--- config.mk ---
export PLATFORM = sky130hd
export DESIGN_NAME = ext_bus_seq
export DESIGN_NICKNAME = d
export VERILOG_FILES = /design/src/rtl/ebs_pkg.sv /design/src/rtl/ebs_fsm.sv /design/src/rtl/ebs_strobes.sv /design/src/rtl/ebs_capture.sv /design/src/rtl/ext_bus_seq.sv
export SDC_FILE = /design/constraint.sdc
export NUM_CORES = 1
export LEC_CHECK = 0
export BUFFER_PORTS_ARGS = -buffer_cell sky130_fd_sc_hd__buf_2
export CAP_MARGIN = 15
export CORE_MARGIN = 1.5
export CORE_UTILIZATION = 49
export DETAILED_ROUTE_END_ITERATION = 10
export PLACE_DENSITY_LB_ADDON = 0.2
export SYNTH_ARGS = -nofsm -noshare
export SYNTH_HDL_FRONTEND = slang
export SYNTH_SLANG_ARGS = --single-unit
--- constraint.sdc ---
create_clock -name clk -period 3.05 [get_ports clk]
set_input_delay 0 -clock clk [delete_from_list [all_inputs] [get_ports clk]]
set_output_delay 0 -clock clk [all_outputs]
set_load 0.005 [all_outputs]
--- src/rtl/ebs_pkg.sv ---
package ebs_pkg;
    typedef enum logic [1:0] {
        ST_IDLE  = 2'd0,
        ST_START = 2'd1,
        ST_DATA  = 2'd2
    } seq_state_t;
endpackage

--- src/rtl/ebs_fsm.sv ---
module ebs_fsm
    import ebs_pkg::*;
#(
    parameter int ADDR_W    = 32,
    parameter int BANK_W    = 2,
    parameter int BURST_LEN = 4,
    parameter int BEAT_W    = 2
) (
    input  logic              clk,
    input  logic              rst_n,
    input  logic              req_valid,
    input  logic [ADDR_W-1:0] req_addr,
    input  logic [BANK_W-1:0] req_bank,
    input  logic              req_write,
    input  logic              req_burst,
    input  logic              req_cal,
    input  logic              bus_ta_n,
    output seq_state_t        state,
    output logic [BEAT_W-1:0] beat,
    output logic [ADDR_W-1:0] lat_addr,
    output logic [BANK_W-1:0] lat_bank,
    output logic              lat_write,
    output logic              lat_burst,
    output logic              lat_cal,
    output logic              beat_ack
);
    localparam logic [BEAT_W-1:0] LAST_BEAT = BEAT_W'(BURST_LEN - 1);

    seq_state_t        state_nx;
    logic [BEAT_W-1:0] beat_nx;
    logic              take;
    logic              final_beat;

    assign take       = (state == ST_IDLE) && req_valid;
    assign beat_ack   = (state == ST_DATA) && !bus_ta_n;
    assign final_beat = lat_write || !lat_burst || (beat == LAST_BEAT);

    always_comb begin
        state_nx = state;
        beat_nx  = beat;
        unique case (state)
            ST_IDLE: begin
                if (take) begin
                    state_nx = ST_START;
                    beat_nx  = '0;
                end
            end
            ST_START: state_nx = ST_DATA;
            ST_DATA: begin
                if (beat_ack) begin
                    if (final_beat) state_nx = ST_IDLE;
                    else            beat_nx  = beat + 1'b1;
                end
            end
            default: state_nx = ST_IDLE;
        endcase
    end

    always_ff @(posedge clk or negedge rst_n) begin
        if (!rst_n) begin
            state <= ST_IDLE;
            beat  <= '0;
        end else begin
            state <= state_nx;
            beat  <= beat_nx;
        end
    end

    always_ff @(posedge clk or negedge rst_n) begin
        if (!rst_n) begin
            lat_addr  <= '0;
            lat_bank  <= '0;
            lat_write <= 1'b0;
            lat_burst <= 1'b0;
            lat_cal   <= 1'b0;
        end else if (take) begin
            lat_addr  <= req_addr;
            lat_bank  <= req_bank;
            lat_write <= req_write;
            lat_burst <= req_burst;
            lat_cal   <= req_cal;
        end
    end
endmodule

--- src/rtl/ebs_strobes.sv ---
module ebs_strobes
    import ebs_pkg::*;
#(
    parameter int NUM_CS    = 4,
    parameter int BANK_W    = 2,
    parameter int BURST_LEN = 4,
    parameter int BEAT_W    = 2
) (
    input  seq_state_t        state,
    input  logic [BEAT_W-1:0] beat,
    input  logic [BANK_W-1:0] lat_bank,
    input  logic              lat_write,
    input  logic              lat_burst,
    input  logic              lat_cal,
    input  logic              cal_rd_wr,
    output logic              req_ready,
    output logic              bus_ts_n,
    output logic [NUM_CS-1:0] bus_cs_n,
    output logic              bus_oe_n,
    output logic              bus_rd_wr,
    output logic              bus_burst_n
);
    localparam logic [BEAT_W-1:0] LAST_BEAT = BEAT_W'(BURST_LEN - 1);

    logic busy;
    logic last_rd_beat;

    always_comb begin
        busy         = (state != ST_IDLE);
        last_rd_beat = !lat_write && (beat == LAST_BEAT);
        req_ready    = (state == ST_IDLE);
        bus_ts_n     = !(state == ST_START);
        bus_oe_n     = !((state == ST_DATA) && !lat_write && !lat_cal);
        if (!busy)        bus_rd_wr = 1'b1;
        else if (lat_cal) bus_rd_wr = cal_rd_wr;
        else              bus_rd_wr = !lat_write;
        bus_burst_n  = !(lat_burst && ((state == ST_START) ||
                         ((state == ST_DATA) && !last_rd_beat)));
    end

    for (genvar g = 0; g < NUM_CS; g++) begin : g_cs
        assign bus_cs_n[g] = !(busy && !lat_cal && (lat_bank == BANK_W'(g)));
    end
endmodule

--- src/rtl/ebs_capture.sv ---
module ebs_capture #(
    parameter int DATA_W = 32
) (
    input  logic              clk,
    input  logic              rst_n,
    input  logic              beat_ack,
    input  logic              lat_write,
    input  logic [DATA_W-1:0] bus_din,
    output logic              rsp_done,
    output logic [DATA_W-1:0] rsp_rdata
);
    always_ff @(posedge clk or negedge rst_n) begin
        if (!rst_n) begin
            rsp_done  <= 1'b0;
            rsp_rdata <= '0;
        end else begin
            rsp_done <= beat_ack;
            if (beat_ack && !lat_write) rsp_rdata <= bus_din;
        end
    end
endmodule

--- src/rtl/ext_bus_seq.sv ---
module ext_bus_seq
    import ebs_pkg::*;
#(
    parameter int ADDR_W    = 32,
    parameter int DATA_W    = 32,
    parameter int NUM_CS    = 4,
    parameter int BURST_LEN = 4,
    localparam int BANK_W   = (NUM_CS > 1) ? $clog2(NUM_CS) : 1,
    localparam int BEAT_W   = (BURST_LEN > 1) ? $clog2(BURST_LEN) : 1
) (
    input  logic              clk,
    input  logic              rst_n,
    input  logic              req_valid,
    output logic              req_ready,
    input  logic [ADDR_W-1:0] req_addr,
    input  logic [BANK_W-1:0] req_bank,
    input  logic              req_write,
    input  logic              req_burst,
    input  logic              req_cal,
    input  logic              cal_rd_wr,
    output logic [ADDR_W-1:0] bus_addr,
    output logic              bus_ts_n,
    output logic [NUM_CS-1:0] bus_cs_n,
    output logic              bus_oe_n,
    output logic              bus_rd_wr,
    output logic              bus_burst_n,
    input  logic              bus_ta_n,
    input  logic [DATA_W-1:0] bus_din,
    output logic              rsp_done,
    output logic [DATA_W-1:0] rsp_rdata
);
    seq_state_t        state;
    logic [BEAT_W-1:0] beat;
    logic [BANK_W-1:0] lat_bank;
    logic              lat_write, lat_burst, lat_cal, beat_ack;

    ebs_fsm #(
        .ADDR_W(ADDR_W), .BANK_W(BANK_W), .BURST_LEN(BURST_LEN), .BEAT_W(BEAT_W)
    ) u_fsm (
        .clk(clk), .rst_n(rst_n), .req_valid(req_valid), .req_addr(req_addr),
        .req_bank(req_bank), .req_write(req_write), .req_burst(req_burst),
        .req_cal(req_cal), .bus_ta_n(bus_ta_n), .state(state), .beat(beat),
        .lat_addr(bus_addr), .lat_bank(lat_bank), .lat_write(lat_write),
        .lat_burst(lat_burst), .lat_cal(lat_cal), .beat_ack(beat_ack)
    );

    ebs_strobes #(
        .NUM_CS(NUM_CS), .BANK_W(BANK_W), .BURST_LEN(BURST_LEN), .BEAT_W(BEAT_W)
    ) u_strobes (
        .state(state), .beat(beat), .lat_bank(lat_bank), .lat_write(lat_write),
        .lat_burst(lat_burst), .lat_cal(lat_cal), .cal_rd_wr(cal_rd_wr),
        .req_ready(req_ready), .bus_ts_n(bus_ts_n), .bus_cs_n(bus_cs_n),
        .bus_oe_n(bus_oe_n), .bus_rd_wr(bus_rd_wr), .bus_burst_n(bus_burst_n)
    );

    ebs_capture #(
        .DATA_W(DATA_W)
    ) u_capture (
        .clk(clk), .rst_n(rst_n), .beat_ack(beat_ack), .lat_write(lat_write),
        .bus_din(bus_din), .rsp_done(rsp_done), .rsp_rdata(rsp_rdata)
    );
endmodule

==> implementation parameters <==
Parameter                              Value

Detailed routing
  Total Wirelength ... about 7.6 mm
  Mean routed wirelength per cell ... approximately 15 um
  Number of DRC markers after the initial detailed-route iteration ... 66
  First-pass iteration count of the detailed router ... 4
  Met1 Routed Length ... between 2 and 3 mm
  Final routed DRC violation total ... 0
  Via density ... ~5
  Detail Route met2 WL ... approximately 4.0 mm
  Via count ... about 2,400
  DR WL met3 ... ~430 um
  DR top layer ... met4
  Remaining antenna violation count after routing ... 0

Worst setup path
  Number of buffers and inverters on the critical path ... 1
  Register-to-register path setup slack ... 1.25 ns
  Max stage delay on crit path ... around 0.41 ns
  Largest fanout of any net on the critical path ... 32
  Startpoint types ... register
  WP data required ... about 3.3 ns
  Worst setup path start ... u_fsm.state[0]
  Cell class contributing the biggest share of worst-path delay ... simple AND/OR/NAND/NOR gates
  Critical register-to-register path endpoint ... u_capture.rsp_rdata[2]
  Number of stages on the worst setup path ... 4
  CP cell instances ... nand2b_1 > nor3_4 > buf_4 > mux2_2
  Critical setup path kind ... register to register
  Critical-path cell with the highest stage delay ... dfrtp_1
  WP data arrival ... roughly 2.0 ns
  Setup crit end kind ... register
  Reg2Reg Depth ... 4
  Worst reg2reg startpoint ... u_fsm.state[0]
  Capturing element of the worst setup path ... u_capture.rsp_rdata[2]

Die
  Starting utilization of the core area ... 0.504
  Floorplan die area ... between 6000 and 7000 sq um
  Chip Width ... between 80 and 90 um
  Number of core rows ... 28
  Die height ... roughly 80 um
  Area of the placeable core ... between 5000 and 6000 sq um
  Top-Level Pins ... roughly 150

STA
  Worst relative slew slack ... 0.453
  Count of final setup violators ... 0
  Hold slack ... approximately 0.28 ns
  Min Clock Period, post-route ... roughly 1.8 ns
  Period utilisation layout ... 0.591
  Worst-Margin Slew ... about 0.82 ns
  Setup Total Neg Slack ... 0 ns
  Setup repair after global routing missed its margin ... false
  Number of max-slew violations in the final report ... 0
  Clock Skew ... about 0.012 ns
  Maximum clock rate ... 555 MHz
  PnR worst setup slack ... roughly 1.2 ns
  Final count of hold timing violations ... 0

Finish
  Fillers ... ~350
  Final std cells w/o fill ... between 400 and 500
  Final std cell area, no fill ... between 4000 and 5000 sq um
  Area overhead of the layout relative to synthesis ... 57.6%
  Number of antenna cells inserted ... 0
  Post-Route Utilization ... 0.794
  Final nets ... 485
  Fraction of layout instances using a drive strength above 1 ... 0.566

Clock network
  Level count of the clock H-tree ... 3
  Clock buffers created by TritonCTS ... 9
  Clk slew on worst S/H paths ... roughly 0.08 ns
  Post-CTS Setup Bufs ... 0
  Clock tree root driver cell ... clkbuf_8
  TritonCTS sink count ... 74
  Worst skew pair latency ... roughly 0.34 ns
  TritonCTS clock tree ... built
  CTS Buffer Depth ... 2

GRT
  Maximum number of pins on one net before global-route repair ... 40
  Wire length of the first global-routing pass ... about 11 mm
  GR Overflow Total ... 0
  Antenna violations before repair ... 0
  GR Util All Layers ... 0.242
  Via count of the first global-routing pass ... roughly 2,500

Hold path
  Kind of path behind the tightest hold check ... primary input to async pin

Yosys
  Post-synth EDFFs ... 0
  Post-synthesis register bit count ... between 70 and 80
  Gate Count Post-Synth ... 187
  Leading register cell type out of synthesis ... dfrtp_1
  Warnings, synthesis ... 0
  Proportion of synthesized chip area in sequential cells ... 0.628
  Post-synthesis net count ... between 200 and 300
  Syn Area/Cell ... approximately 16 sq um
  Number of distinct library cell variants in the gate-level netlist after synthesis ... 23
  Syn Std Cell Area ... about 3000 sq um
  Async set-reset flop share out of synthesis ... 1.00

Power
  Total chip power ... between 4 and 5 mW
  Peak supply drop ... about 580 uV
  Static leakage power ... about 2.2 nW
  Power density cells ... slightly below 900 nW/um^2

Placed design
  Pre-CTS setup slack ... roughly 1.2 ns
  Number of placed instances, taps included ... 403
  Global placer's final weighted congestion ... 0.736
  Number of port buffers ... ~150
  Half-perimeter wire length after placement ... 4.18 mm
  Dpl cell area ... about 3700 sq um

Outcome
  Outcome ... complete, no violations

Flow run
  Number of max-cap violations ... 0
[area by class of cell]
class                      instances  area [sq um]  area share
clock buffer                      11           141      0.0304
clock inverter                     5          77.6      0.0167
inverter                           2          7.51     0.00162
multi-input combinational        102           995       0.214
sequential                        74          1850       0.398
tap                               75          93.8      0.0202
timing repair buffer             221          1480       0.319
[report_power, final]
group          internal [mW]  switching, mW  leakage (nW)
Combinational          0.874          0.585          1.26
Clock                  0.481          0.351         0.109
Sequential              1.47          0.279         0.884
Total                   2.82           1.22          2.25
[cells in the final DEF (no fill, tap or decap), types with 2 or more instances in the layout]
cell type      count
nand3_1            4
clkinv_2           2
nor2_1             6
o21ai_0            2
or3b_1             2
bufinv_16          2
inv_1              2
nand2_1            4
o211ai_1           2
mux2_2            68
buf_4              2
nor2b_1            3
dlygate4sd3_1     71
dfrtp_1           74
clkbuf_8          10
buf_2            147
[registers in the layout (all words and copies together) (netlist names)]
| name | cells |
|---|---|
| u_fsm.lat_addr | 32 |
| u_fsm.lat_burst | 1 |
| u_capture.rsp_rdata | 32 |
| u_fsm.lat_bank | 2 |
| u_fsm.lat_write | 1 |
| u_fsm.lat_cal | 1 |
| u_capture.rsp_done | 1 |
| u_fsm.beat | 2 |
| u_fsm.state | 2 |
[layer usage]
layer  vias up  GRT usage
met2       102      0.441
met5         -          0
met1      1160      0.262
li1       1105          -
met3        17     0.0545
met4         0      0.116
[how the worst min path moves through the flow]
| stage | end | slack, ns | cells after the start | start |
|---|---|---|---|---|
| 2_1_floorplan | u_capture.rsp_done | -0.30 | 0 | rst_n |
| 3_3_place_gp | u_fsm.lat_addr[12] | 0.14 | 1 | rst_n |
| 5_1_grt | bus_rd_wr | 0.31 | 3 | cal_rd_wr |
| 6_report | u_fsm.lat_addr[12] | 0.28 | 2 | rst_n |
| 3_5_place_dp | u_fsm.lat_addr[12] | 0.14 | 1 | rst_n |
| 4_1_cts | bus_rd_wr | 0.28 | 3 | cal_rd_wr |
[synthesized netlist by cell type, types with 2 or more instances]
cell      instances  share of area
buf_6             8          0.031
o211ai_1          2         0.0051
nand3_1           4         0.0068
or3b_1            2         0.0059
dfrtp_1          74           0.63
nor2_1            6         0.0076
mux2_2           68           0.26
inv_1             2         0.0025
o21ai_0           2         0.0034
nor2b_1           3         0.0064
nand2_1           4         0.0051
[timing repair]
action / in CTS / in global routing
hold buffers: 71 / 0
gates resized for setup: 0 / 0
hold endpoints to repair: 105 / 0
[kinds of logic (layout without fill, tap and decap cells)]
logic type,Yosys count,after routing,synth area share
fa+ha+maj,1,1,0.00424
simple gates,24,24,0.0467
flops,74,74,0.628
buf+inv,11,239,0.0348
mux,69,69,0.263
compound gates,8,8,0.0229
(Power assumes the default switching activity.)
